File: config.mk
export PLATFORM = sky130hd
export DESIGN_NAME = dbgf_decoder
export DESIGN_NICKNAME = d
export VERILOG_FILES = /design/src/rtl/dbgf_pkg.sv /design/src/rtl/dbgf_crc_ser.sv /design/src/rtl/dbgf_frame_rx.sv /design/src/rtl/dbgf_tdo_shift.sv /design/src/rtl/dbgf_decoder.sv
export SDC_FILE = /design/constraint.sdc
export NUM_CORES = 1
export LEC_CHECK = 0
export ABC_AREA = 1
export BUFFER_PORTS_ARGS = -buffer_cell sky130_fd_sc_hd__buf_2
export CAP_MARGIN = 20
export CELL_PAD_IN_SITES_DETAIL_PLACEMENT = 2
export CELL_PAD_IN_SITES_GLOBAL_PLACEMENT = 2
export CORE_MARGIN = 1.5
export CORE_UTILIZATION = 37
export CTS_BUF_LIST = sky130_fd_sc_hd__clkbuf_8
export CTS_CLUSTER_SIZE = 28
export DETAILED_ROUTE_END_ITERATION = 8
export PLACE_DENSITY_LB_ADDON = 0.15
export SETUP_SLACK_MARGIN = 0.3
export SYNTH_ARGS = -nofsm -noshare
export SYNTH_HDL_FRONTEND = slang
export SYNTH_SLANG_ARGS = --single-unit
File: constraint.sdc
create_clock -name tck -period 3.15 [get_ports tck]
set_input_delay 0.1575 -clock tck [delete_from_list [all_inputs] [get_ports tck]]
set_output_delay 0.1575 -clock tck [all_outputs]
set_load 0.01 [all_outputs]
File: src/rtl/dbgf_pkg.sv
package dbgf_pkg;

    localparam int ADDR_W   = 5;
    localparam int DATA_W   = 32;
    localparam int CRC_W    = 8;
    localparam int ID_W     = 4;
    localparam int CNT_W    = 6;
    localparam int SEL_PLEN = ID_W;
    localparam int ACC_PLEN = ADDR_W + 1 + DATA_W;

    localparam logic [CRC_W-1:0]  CRC_POLY   = 8'h07;
    localparam logic [CRC_W-1:0]  CRC_INIT   = 8'hFF;
    localparam logic [DATA_W-1:0] MISS_VALUE = '1;

    localparam logic [ID_W-1:0] CH_BUS   = 4'h1;
    localparam logic [ID_W-1:0] CH_CPU   = 4'h2;
    localparam logic [ID_W-1:0] CH_TRACE = 4'h3;
    localparam logic [ID_W-1:0] CH_REG   = 4'h4;

    // Access frame payload, first shifted bit at the LSB
    typedef struct packed {
        logic [DATA_W-1:0] data;
        logic              wr;
        logic [ADDR_W-1:0] addr;
    } acc_frame_t;

    function automatic logic [CRC_W-1:0] crc_step(input logic [CRC_W-1:0] c, input logic b);
        logic fb;
        fb = c[CRC_W-1] ^ b;
        return {c[CRC_W-2:0], 1'b0} ^ (fb ? CRC_POLY : '0);
    endfunction

    function automatic logic id_known(input logic [ID_W-1:0] id);
        return (id == CH_BUS) || (id == CH_CPU) || (id == CH_TRACE) || (id == CH_REG);
    endfunction

endpackage

File: src/rtl/dbgf_crc_ser.sv
module dbgf_crc_ser
    import dbgf_pkg::*;
#(
    parameter int W = CRC_W
) (
    input  logic         clk,
    input  logic         rst,
    input  logic         init,
    input  logic         en,
    input  logic         din,
    output logic [W-1:0] crc
);

    always_ff @(posedge clk) begin
        if (rst || init) begin
            crc <= CRC_INIT;
        end else if (en) begin
            crc <= crc_step(crc, din);
        end
    end

endmodule

File: src/rtl/dbgf_frame_rx.sv
module dbgf_frame_rx
    import dbgf_pkg::*;
#(
    parameter int PLEN_MAX = ACC_PLEN,
    parameter int CW       = CRC_W,
    parameter int CNTW     = CNT_W
) (
    input  logic                clk,
    input  logic                rst,
    input  logic                capture,
    input  logic                shift,
    input  logic                tdi,
    input  logic [CNTW-1:0]     plen,
    output logic [PLEN_MAX-1:0] payload,
    output logic [CW-1:0]       crc_rx,
    output logic [CW-1:0]       crc_calc,
    output logic [CNTW-1:0]     bit_cnt
);

    localparam logic [CNTW-1:0] CNT_MAX = '1;

    logic in_payload;
    assign in_payload = shift && (bit_cnt < plen);

    dbgf_crc_ser #(.W(CW)) u_crc (
        .clk  (clk),
        .rst  (rst),
        .init (capture),
        .en   (in_payload),
        .din  (tdi),
        .crc  (crc_calc)
    );

    always_ff @(posedge clk) begin
        if (rst || capture) begin
            bit_cnt <= '0;
            payload <= '0;
            crc_rx  <= '0;
        end else if (shift) begin
            if (bit_cnt != CNT_MAX) begin
                bit_cnt <= bit_cnt + 1'b1;
            end
            for (int i = 0; i < PLEN_MAX; i++) begin
                if (in_payload && bit_cnt == CNTW'(i)) begin
                    payload[i] <= tdi;
                end
            end
            for (int j = 0; j < CW; j++) begin
                if (bit_cnt == plen + CNTW'(j)) begin
                    crc_rx[j] <= tdi;
                end
            end
        end
    end

endmodule

File: src/rtl/dbgf_tdo_shift.sv
module dbgf_tdo_shift
    import dbgf_pkg::*;
#(
    parameter int DW = DATA_W
) (
    input  logic          clk,
    input  logic          rst,
    input  logic          capture,
    input  logic          shift,
    input  logic          load_en,
    input  logic [DW-1:0] load_val,
    output logic          tdo
);

    logic [DW-1:0] sr;

    always_ff @(posedge clk) begin
        if (rst) begin
            sr <= '0;
        end else if (capture) begin
            sr <= load_en ? load_val : '0;
        end else if (shift) begin
            sr <= {1'b0, sr[DW-1:1]};
        end
    end

    assign tdo = sr[0];


    tdo_drain_chk: assert property (@(posedge clk) disable iff (rst)
        (!capture && !shift) |=> $stable(tdo));

endmodule

File: src/rtl/dbgf_decoder.sv
module dbgf_decoder
    import dbgf_pkg::*;
(
    input  logic              tck,
    input  logic              rst,
    input  logic              tdi,
    input  logic              capture_dr,
    input  logic              shift_dr,
    input  logic              update_dr,
    input  logic              sel_chain,
    input  logic              sel_debug,
    output logic              tdo,
    output logic [ID_W-1:0]   active_chain,
    output logic              crc_err,
    output logic              reg_req,
    output logic              reg_we,
    output logic [ADDR_W-1:0] reg_addr,
    output logic [DATA_W-1:0] reg_wdata,
    input  logic [DATA_W-1:0] reg_rdata,
    input  logic              reg_hit
);

    logic [CNT_W-1:0]    plen;
    logic [ACC_PLEN-1:0] payload;
    logic [CRC_W-1:0]    crc_rx;
    logic [CRC_W-1:0]    crc_calc;
    logic [CNT_W-1:0]    bit_cnt;
    logic [DATA_W-1:0]   rd_hold;
    acc_frame_t          acc;
    logic                frame_good;
    logic                reg_chain;

    assign plen       = sel_chain ? CNT_W'(SEL_PLEN) : CNT_W'(ACC_PLEN);
    assign acc        = acc_frame_t'(payload);
    assign reg_chain  = (active_chain == CH_REG);
    assign frame_good = (crc_rx == crc_calc) && (bit_cnt == plen + CNT_W'(CRC_W));

    dbgf_frame_rx #(.PLEN_MAX(ACC_PLEN), .CW(CRC_W), .CNTW(CNT_W)) u_rx (
        .clk      (tck),
        .rst      (rst),
        .capture  (capture_dr),
        .shift    (shift_dr),
        .tdi      (tdi),
        .plen     (plen),
        .payload  (payload),
        .crc_rx   (crc_rx),
        .crc_calc (crc_calc),
        .bit_cnt  (bit_cnt)
    );

    dbgf_tdo_shift #(.DW(DATA_W)) u_tdo (
        .clk      (tck),
        .rst      (rst),
        .capture  (capture_dr),
        .shift    (shift_dr),
        .load_en  (sel_debug && reg_chain),
        .load_val (rd_hold),
        .tdo      (tdo)
    );

    always_ff @(posedge tck) begin
        if (rst) begin
            active_chain <= CH_REG;
            crc_err      <= 1'b0;
            reg_req      <= 1'b0;
            reg_we       <= 1'b0;
            reg_addr     <= '0;
            reg_wdata    <= '0;
            rd_hold      <= '0;
        end else begin
            reg_req <= 1'b0;
            if (capture_dr) begin
                crc_err <= 1'b0;
            end
            if (reg_req && !reg_we) begin
                rd_hold <= reg_hit ? reg_rdata : MISS_VALUE;
            end
            if (update_dr) begin
                if (sel_chain) begin
                    if (frame_good && id_known(payload[ID_W-1:0])) begin
                        active_chain <= payload[ID_W-1:0];
                    end else begin
                        crc_err <= 1'b1;
                    end
                end else if (sel_debug && reg_chain) begin
                    if (frame_good) begin
                        reg_req   <= 1'b1;
                        reg_we    <= acc.wr;
                        reg_addr  <= acc.addr;
                        reg_wdata <= acc.data;
                    end else begin
                        crc_err <= 1'b1;
                    end
                end
            end
        end
    end


    req_pulse_chk: assert property (@(posedge tck) disable iff (rst)
        reg_req |=> !reg_req);


    req_after_upd_chk: assert property (@(posedge tck) disable iff (rst)
        reg_req |-> $past(update_dr));


    req_chain_chk: assert property (@(posedge tck) disable iff (rst)
        reg_req |-> (active_chain == CH_REG));


    err_clear_chk: assert property (@(posedge tck) disable iff (rst)
        capture_dr |=> !crc_err);


    chain_move_chk: assert property (@(posedge tck) disable iff (rst)
        (!$past(rst) && active_chain != $past(active_chain)) |-> $past(update_dr && sel_chain));

endmodule

==> results.ini <==
[logic_synthesis]
ys_warn_count = 0
synthAdderAreaFrac_pct = 1.02
syn-cell-area_mm2 = 0.00733
synth_xor_area_share_pct = 0.598
syn_inst = 1031
synth_seq_cells = 168
syn_avg_cell_area_um2 = 7.11
synth_top_family_by_area = simple AND/OR/NAND/NOR gates
synth_top_area_cell = dfxtp_1
synthSimpleGateAreaFrac_pct = 25.8
synth.net_count = 1078
synthMuxAreaShare_pct = 0
synth_area_leaders = dfxtp_1 (46%), nand2_1 (9.9%), o21ai_0 (8.7%), nor2_1 (7.7%), a21oi_1 (5.1%)
ys_seq_area_share_pct = 45.9
synth.distinct_cells = 29
yosysTopAreaCellShare_pct = 45.9
synth-compound-area-share_pct = 17.5

[cts]
cts_tree = done
clkLatencyLatePin_ns = 0.48
htree_levels = 4
cts_num_sinks = 168
cts_buffer_depth = 2
clk_pin_slew_ns = 0.09
cts_buffers = 17
post_cts_buffers = 0
root_buffer = clkbuf_8

[worst_setup_path]
start_kind = flop
path_cells = inv_1 -> ha_1 -> inv_1 -> nor2_1 -> nand2_1 -> nor2_2 -> nand3_2 -> nor2_4 -> nand2_2 -> inv_2 -> nor2_1 -> nor2_1
crit_required_ns = 3.55
worst-path-max-fanout = 38
cp-startpoint = u_rx.bit_cnt[1]
worstPathArrival_ns = 2.87
cpLargestDelayFamily = simple AND/OR/NAND/NOR gates
critical_path_class = reg -> reg
end_kind = flop
cp.buffers_inverters = 3
slowest_stage = inv_2
critPathMaxStageDelay_ns = 0.51
r2r_start = u_rx.bit_cnt[1]
cp_common_cell = nor2_1

[cells_and_area]
area_growth_pct = 17.3
nets = 1157
final_layout_size_suffix_gt1_share_pct = 12.7
final_util_pct = 44.2
fillers = 2338
diodes = 0

[pwr]
leakage_nw = 3.33
peakVddDrop_mv = 0.246
finalPower_mw = 4.20
p_per_area_mw_per_mm2 = 489

[global_routing]
grt_start_max_net_pins = 75
grt_pass1_wl_mm = 37.7
antenna_found_initial = 0
grt-ovfl-total = 0
grtUsageTotal_pct = 23.0
grt_pass1_vias = 7570

[routing]
route.detailed.vias_per_inst = 5.14
ant_nets = 0
drt-initial-drc-count = 198
vias = 7129
drc = 0
first_pass_iters = 5
drt-total-wl_mm = 22.5
wl_per_cell_um = 16.2

[hold_path]
min_from = reg_rdata[6]
hold_class = in -> reg

[sta]
relSlewSlack_pct = 36.1
finalSetupViolCount = 0
fmax_mhz = 406
worst_slew_pin_slew_ns = 0.957
min_period_ns = 2.46
hold_ws_ns = 0.0325
setup_tns_ns = 0
period_share_pct = 78.3
rsz0062_at_grt = no
drv_slew = 0
fin_skew_ns = 0.0149
hold_violations = 0

[floorplan]
die_w_um = 144
start_util_pct = 37.6
core_mm2 = 0.0195
ios = 86
dieArea_mm2 = 0.0207
die_y_um = 144
fp-row-count = 51

[placement]
routabilityCongestion = 0.750
hpwl_mm = 14.7
io_buffer_count = 85

[run_status]
status = finished clean

[job]
cap_viol_max_count = 0

==> sequential cells by signal, indices dropped and copies added (netlist names) <==
signal          flops
crc_err             1
u_rx.bit_cnt        6
u_rx.crc_rx         8
reg_we              1
reg_req             1
rd_hold            32
reg_addr            5
reg_wdata          32
u_tdo.sr           32
u_rx.payload       38
u_rx.u_crc.crc      8
active_chain        4
==> Yosys cell counts <==
cell type and n:
a211oi_1 30, a21oi_1 74, a31oi_1 1, and2_1 1
and3_1 1, buf_1 3, buf_2 4, buf_4 4
buf_6 7, clkbuf_1 46, dfxtp_1 168, ha_1 6
inv_1 92, inv_2 3, nand2_1 193, nand2_2 4
nand3_1 49, nand3_2 1, nand3b_1 1, nand4_1 9
nor2_1 150, nor2_2 1, nor2_4 4, nor3_1 35
nor3b_1 3, o21ai_0 128, o21ai_1 8, xnor2_1 2
xor2_1 3
==> worst min-delay path, cell delays in order <==
cell and delay (ns):
buf_2 0.07, o21ai_0 0.09, a21oi_1 0.14
==> cell families after synthesis <==
kind of cell	after synthesis
buffers and inverters	159
and+or+nand+nor	452
xor gates and xnor gates	5
adders and majority gates	6
AOI/OAI and AO/OA	241
DFF	168
==> cells in the final DEF, fill, tap and decap left out, drive strengths merged <==
cell type / instances
a211oi: 30
a21oi: 74
a31oi: 1
and2: 1
and3: 1
buf: 97
bufinv: 3
clkbuf: 19
clkinv: 4
dfxtp: 168
dlygate4sd3: 27
ha: 6
inv: 101
nand2: 197
nand3: 50
nand3b: 1
nand4: 9
nor2: 155
nor3: 35
nor3b: 3
o21ai: 136
xnor2: 2
xor2: 3
==> where the power goes <==
group	switching, mW	internal [mW]
combinational	0.185	0.101
clock	0.891	0.852
sequential	0.0196	2.15
==> worst paths after layout <==
| check | endpoint | slack (ns) | cells after the start |
|---|---|---|---|
| hold reg to reg | crc_err | 0.47 | 2 |
| hold / removal | rd_hold[6] | 0.03 | 3 |
| setup reg to reg | reg_wdata[15] | 0.69 | 12 |
| setup / recovery | reg_wdata[15] | 0.69 | 12 |
==> layer usage <==
layer / GRT usage (%) / part of all wire (%) / vias up
met2: 41.8 / 50 / 100
met5: 0 / 0 / -
li1: - / - / 3511
met4: 6.55 / 1.5 / 0
met1: 27.9 / 46 / 3491
met3: 3.60 / 2.2 / 27
==> cell type report <==
class                           instances  area, um^2  area share (%)
Sequential cell                       168        3360            39.1
Inverter                               95         357            4.15
Multi-Input combinational cell        704        3300            38.4
Clock buffer                           19         262            3.04
Tap cell                              265         332            3.86
Clock inverter                         13         179            2.08
Timing Repair Buffer                  124         806            9.38
==> what timing repair did <==
action                                 4_1_cts  5_1_grt
endpoints found under the hold margin       27        0
hold buffers                                27        0
gates resized for setup                      0        0
==> stage by stage <==
stage | std cells | setup slack (ns) | instance area (um^2)
after floorplan | 1031 | 1.23 | 7330
after global routing | 1388 | 0.383 | 8590
after global placement | 1328 | 0.851 | 7860
final | 1388 | 0.685 | 8590
after detailed placement | 1328 | 0.688 | 7860
after CTS | 1387 | 0.640 | 8570
No activity file was read; power rests on OpenSTA's default activity.
